--- config.mk ---
export PLATFORM = sky130hd
export DESIGN_NAME = blink_phase_timer
export DESIGN_NICKNAME = d
export VERILOG_FILES = /design/src/rtl/blink_pkg.sv /design/src/rtl/blink_restart.sv /design/src/rtl/blink_half_cnt.sv /design/src/rtl/blink_phase.sv /design/src/rtl/blink_phase_timer.sv
export SDC_FILE = /design/constraint.sdc
export NUM_CORES = 1
export LEC_CHECK = 0
export CORE_MARGIN = 2
export CORE_UTILIZATION = 52
export CTS_CLUSTER_SIZE = 30
export DETAILED_ROUTE_END_ITERATION = 7
export GPL_ROUTABILITY_DRIVEN = 0
export GPL_TIMING_DRIVEN = 0
export PLACE_DENSITY = 0.85
export REMOVE_ABC_BUFFERS = 1
export SLEW_MARGIN = 25
export SYNTH_ARGS = -nofsm -noshare
export SYNTH_HDL_FRONTEND = slang
export SYNTH_SLANG_ARGS = --single-unit
--- constraint.sdc ---
create_clock -name clk -period 2 [get_ports clk]
set_input_delay 0.5 -clock clk [delete_from_list [all_inputs] [get_ports clk]]
set_output_delay 0.5 -clock clk [all_outputs]
set_load 0.03 [all_outputs]
--- src/rtl/blink_pkg.sv ---
`timescale 1ns/1ps
package blink_pkg;

  // Ticks in one half-period for the chosen rate.
  function automatic int unsigned half_len(input logic slow, input int unsigned fast_half);
    return slow ? (2 * fast_half) : fast_half;
  endfunction

  // Counter width able to hold the slow half-period length.
  function automatic int unsigned cnt_width(input int unsigned fast_half);
    return $clog2(2 * fast_half + 1);
  endfunction

endpackage

--- src/rtl/blink_restart.sv ---
`timescale 1ns/1ps
module blink_restart (
  input  logic clk,
  input  logic rst_n,
  input  logic blink_en,
  input  logic sync_en,
  input  logic load_rise,
  output logic restart,
  output logic en_q,
  output logic mux_clr
);
  logic sync_hit;

  assign sync_hit = sync_en & load_rise;
  assign restart  = (blink_en & ~en_q) | sync_hit;

  always_ff @(posedge clk) begin
    if (!rst_n) begin
      en_q    <= 1'b0;
      mux_clr <= 1'b0;
    end else begin
      en_q    <= blink_en;
      mux_clr <= sync_hit;
    end
  end
endmodule

--- src/rtl/blink_half_cnt.sv ---
`timescale 1ns/1ps
module blink_half_cnt #(
  parameter int unsigned HALF_FAST_TICKS = 800,
  parameter int unsigned CNT_W           = 11
) (
  input  logic             clk,
  input  logic             rst_n,
  input  logic             restart,
  input  logic             run,
  input  logic             tick,
  input  logic             slow,
  output logic [CNT_W-1:0] cnt,
  output logic             half_done
);
  logic [CNT_W-1:0] limit;
  logic             last;

  always_comb begin
    limit     = CNT_W'(blink_pkg::half_len(slow, HALF_FAST_TICKS));
    last      = (cnt >= (limit - CNT_W'(1)));
    half_done = run & tick & ~restart & last;
  end

  always_ff @(posedge clk) begin
    if (!rst_n) begin
      cnt <= '0;
    end else if (restart || !run) begin
      cnt <= '0;
    end else if (tick) begin
      cnt <= last ? '0 : cnt + CNT_W'(1);
    end
  end
endmodule

--- src/rtl/blink_phase.sv ---
`timescale 1ns/1ps
module blink_phase (
  input  logic clk,
  input  logic rst_n,
  input  logic restart,
  input  logic start_lit,
  input  logic half_done,
  output logic phase_on
);
  always_ff @(posedge clk) begin
    if (!rst_n) begin
      phase_on <= 1'b0;
    end else if (restart) begin
      phase_on <= start_lit;
    end else if (half_done) begin
      phase_on <= ~phase_on;
    end
  end
endmodule

--- src/rtl/blink_phase_timer.sv ---
`timescale 1ns/1ps
module blink_phase_timer #(
  parameter int unsigned HALF_FAST_TICKS = 800
) (
  input  logic clk,
  input  logic rst_n,
  input  logic osc_tick,
  input  logic blink_en,
  input  logic rate_slow,
  input  logic sync_en,
  input  logic start_lit,
  input  logic load_rise,
  output logic blank_req,
  output logic mux_clr
);
  localparam int unsigned CNT_W = blink_pkg::cnt_width(HALF_FAST_TICKS);

  // Named internal events, visible to the bound checker.
  logic             restart;
  logic             en_q;
  logic             half_done;
  logic             phase_on;
  logic [CNT_W-1:0] cnt;

  blink_restart u_restart (
    .clk       (clk),
    .rst_n     (rst_n),
    .blink_en  (blink_en),
    .sync_en   (sync_en),
    .load_rise (load_rise),
    .restart   (restart),
    .en_q      (en_q),
    .mux_clr   (mux_clr)
  );

  blink_half_cnt #(
    .HALF_FAST_TICKS (HALF_FAST_TICKS),
    .CNT_W           (CNT_W)
  ) u_cnt (
    .clk       (clk),
    .rst_n     (rst_n),
    .restart   (restart),
    .run       (blink_en),
    .tick      (osc_tick),
    .slow      (rate_slow),
    .cnt       (cnt),
    .half_done (half_done)
  );

  blink_phase u_phase (
    .clk       (clk),
    .rst_n     (rst_n),
    .restart   (restart),
    .start_lit (start_lit),
    .half_done (half_done),
    .phase_on  (phase_on)
  );

  assign blank_req = en_q & ~phase_on;
endmodule

==> qor.yml <==
die:
  io_pins: 10
  fp.dieH_um: 43.5
  placement_rows: 14
  initial_core_util: 0.545
  floorplan.die_area_mm2: 0.00189
  chipWidth_um: 43.5
  core-area_mm2: 0.00149
routing:
  average_via_count_per_standard_cell: 5.83
  drt-pass1-iter-count: 3
  drt_iter0_drc: 15
  detail_route_met3_wl_um: 39
  route.final.wire_length_um: 1640
  postRouteAntennaNets: 0
  wirelength_met1_um: 738
  top_routing_layer_in_use: "met4"
  wl_per_cell_um: 15.3
  drc: 0
  wl_met2_um: 842
  detailroute.via_count: 624
timing:
  fin_setup_tns_ps: 0
  layout_min_cycle_time_ps: 1920
  final_max_slew_viol_count: 0
  timing.fmax_mhz: 521
  setup_viol: 0
  hold_violations: 0
  grt_setup_unrepaired: "no"
  worst_slew_pin_slew_ps: 719
  finalCritPeriodShare: 0.959
  final.setup_skew_ps: 1.14
  relSlewSlack: 0.519
clocking:
  tritoncts: "built"
  cts_inserted_buffers: 3
  cts-hold-fix-buffers: 0
  clock_tree.buffer_depth: 2
  tritoncts_num_sinks: 14
  cts_max_level: 1
  clock_transition_at_the_registers_of_the_reported_paths_ps: 90
  root_buffer: "sky130_fd_sc_hd__clkbuf_4"
  clock_latency_ps: 280
worst_setup_path:
  worstPathRequired_ps: 2200
  timing.critical_path.to_type: "flop"
  critical_path_peak_fanout: 4
  critPathLaunchType: "input pin"
  critical_path_class: "input pin to flop"
  cp_data_arrival_time_ps: 2120
yosys:
  syn-cell-area_um2: 811
  synth_xor_area_frac: 0.108
  portion_of_the_post_synthesis_area_used_by_sequential_elements: 0.346
  number_of_synthesized_flops_with_an_enable_pin: 0
  synth.avg_cell_area_um2: 10.3
  postSynth.asyncResetShare: 0
  synth_flop_cell: "sky130_fd_sc_hd__dfxtp_1"
  synthAdderAreaFrac: 0.0617
  synth_seq_cells: 14
  synth_simple_gate_area_frac: 0.349
  synth_compound_gate_area_share: 0.0957
  synth.area.mux_share: 0.0123
  ys_warn_count: 0
  yosys.cell_types.count: 30
  synthesis.instances: 79
  combinational_family_with_the_most_area_after_synthesis: "simple AND/OR/NAND/NOR gates"
power_and_ir_drop:
  clkPwrFrac: 0.377
  seq_power_share: 0.525
  power.internal_mw: 0.420
  static-leakage-power_nw: 0.363
  power_density_mw_per_mm2: 561
  pwr-share-comb: 0.098
  vdd_drop_max_uv: 463
  sw_frac_of_total: 0.227
  p_sw_mw: 0.124
job:
  max_cap_violations: 0
final_layout:
  fillerInstances: 119
  post_route_cells_drive_above_1_share: 0.286
  diodes: 0
  areaGrowthSynthToFinish_pct: 19.4
  register_cell_area_after_layout_um2: 280
  multi_input_comb_area_um2: 520
  final_net_count: 104
  final_cell_area_um2: 968
grt:
  pin_count_of_the_biggest_net_entering_global_routing: 12
  overflow: 0
  gr-usage-all-layers: 0.201
  initial_antenna_violation_count: 0
  grt_pass1_wl_um: 2780
  first_global_vias: 653
hold_path:
  hold_path.class: "flop to flop"
outcome:
  outcome: "complete, no violations"
placed_design:
  placed_area_um2: 902
  port_buffers: 9
  place.detailed.hpwl_um: 1160
layout by cell type (no fill, tap or decap), types with 2 or more instances in the layout:
cell type	count
sky130_fd_sc_hd__dfxtp_1	14
sky130_fd_sc_hd__nor3_2	11
sky130_fd_sc_hd__clkbuf_4	3
sky130_fd_sc_hd__clkdlybuf4s50_1	8
sky130_fd_sc_hd__and2_1	3
sky130_fd_sc_hd__nand4_1	3
sky130_fd_sc_hd__nand3_1	6
sky130_fd_sc_hd__a21oi_1	2
sky130_fd_sc_hd__nor2b_1	2
sky130_fd_sc_hd__nand2_1	4
sky130_fd_sc_hd__ha_1	4
sky130_fd_sc_hd__and3_1	2
sky130_fd_sc_hd__xor2_1	9
cell usage after synthesis, drive strengths merged (2+ instances only):
cell / n / area (um^2)
nand3: 6 / 30.0
and3: 3 / 20.0
xor2: 9 / 78.8
clkbuf: 2 / 7.51
nor3: 11 / 105
and2: 3 / 18.8
dfxtp: 14 / 280
nand2: 4 / 15.0
and4: 2 / 18.8
a21oi: 2 / 10.0
nand4: 3 / 18.8
ha: 4 / 50.1
nor2b: 2 / 12.5
cell families (layout without fill, tap and decap cells):
kind of cell / after synthesis / count (layout)
AND/OR/NAND/NOR: 39 / 39
flip-flops: 14 / 14
XOR/XNOR: 10 / 10
AO/OA/AOI/OAI: 7 / 7
adder cells (fa/ha/maj): 4 / 4
buffers and inverters: 4 / 16
multiplexers: 1 / 1
cell type report:
cell class,instances,share of cell area
Clock buffer,4,0.0375
Inverter,1,0.00388
Multi-Input combinational cell,61,0.537
Sequential cell,14,0.289
Tap cell,16,0.0207
Timing Repair Buffer,11,0.111
timing repair:
item | in CTS | in global routing
buffers inserted | 2 | 0
gates resized for setup | 4 | 0
endpoints found under the setup margin | 12 | 0
metrics by stage:
stage	util	power [mW]	std cells	hold WS, ps	setup WS, ps
floorplan	-	0.318	76	515	88.2
global placement	0.606	0.342	101	529	-613
detailed placement	0.606	0.345	101	569	-654
CTS	0.650	0.549	107	588	76.7
global route	0.650	0.566	107	617	18.7
finish	0.650	0.544	107	577	82.3
critical path: stages:
cell and delay [ps]:
sky130_fd_sc_hd__dlygate4sd2_1 250, sky130_fd_sc_hd__ha_1 210, sky130_fd_sc_hd__or4_4 490, sky130_fd_sc_hd__a31oi_4 240, sky130_fd_sc_hd__a21boi_4 90, sky130_fd_sc_hd__buf_4 170, sky130_fd_sc_hd__nor3_2 160
flip-flops by register name (all words and copies together) (netlist names):
name and count:
u_phase.phase_on 1, u_cnt.cnt 11, u_restart.mux_clr 1, u_restart.en_q 1
power by group through the flow:
stage          clock (mW)  combinational, mW  sequential (mW)
2_1_floorplan           0             0.0248            0.293
3_3_place_gp            0             0.0504            0.292
3_5_place_dp            0             0.0527            0.292
4_1_cts             0.211             0.0528            0.285
5_1_grt             0.223             0.0575            0.286
6_report            0.205             0.0530            0.285
per-layer routing:
| metal | GRT usage | vias to the layer above |
|---|---|---|
| li1 | - | 311 |
| met1 | 0.227 | 299 |
| met2 | 0.349 | 12 |
| met3 | 0.0292 | 2 |
| met4 | 0.133 | 0 |
| met5 | 0 | - |
final timing paths:
| check | from | endpoint | slack, ps | cells past startpoint |
|---|---|---|---|---|
| setup / recovery | rate_slow | u_cnt.cnt[8] | 80 | 7 |
| hold / removal | u_cnt.cnt[4] | u_cnt.cnt[4] | 580 | 2 |
| setup reg to reg | u_cnt.cnt[8] | u_cnt.cnt[8] | 210 | 6 |
| hold reg to reg | u_cnt.cnt[4] | u_cnt.cnt[4] | 580 | 2 |
Note: power is estimated with default switching activity, not from simulation.
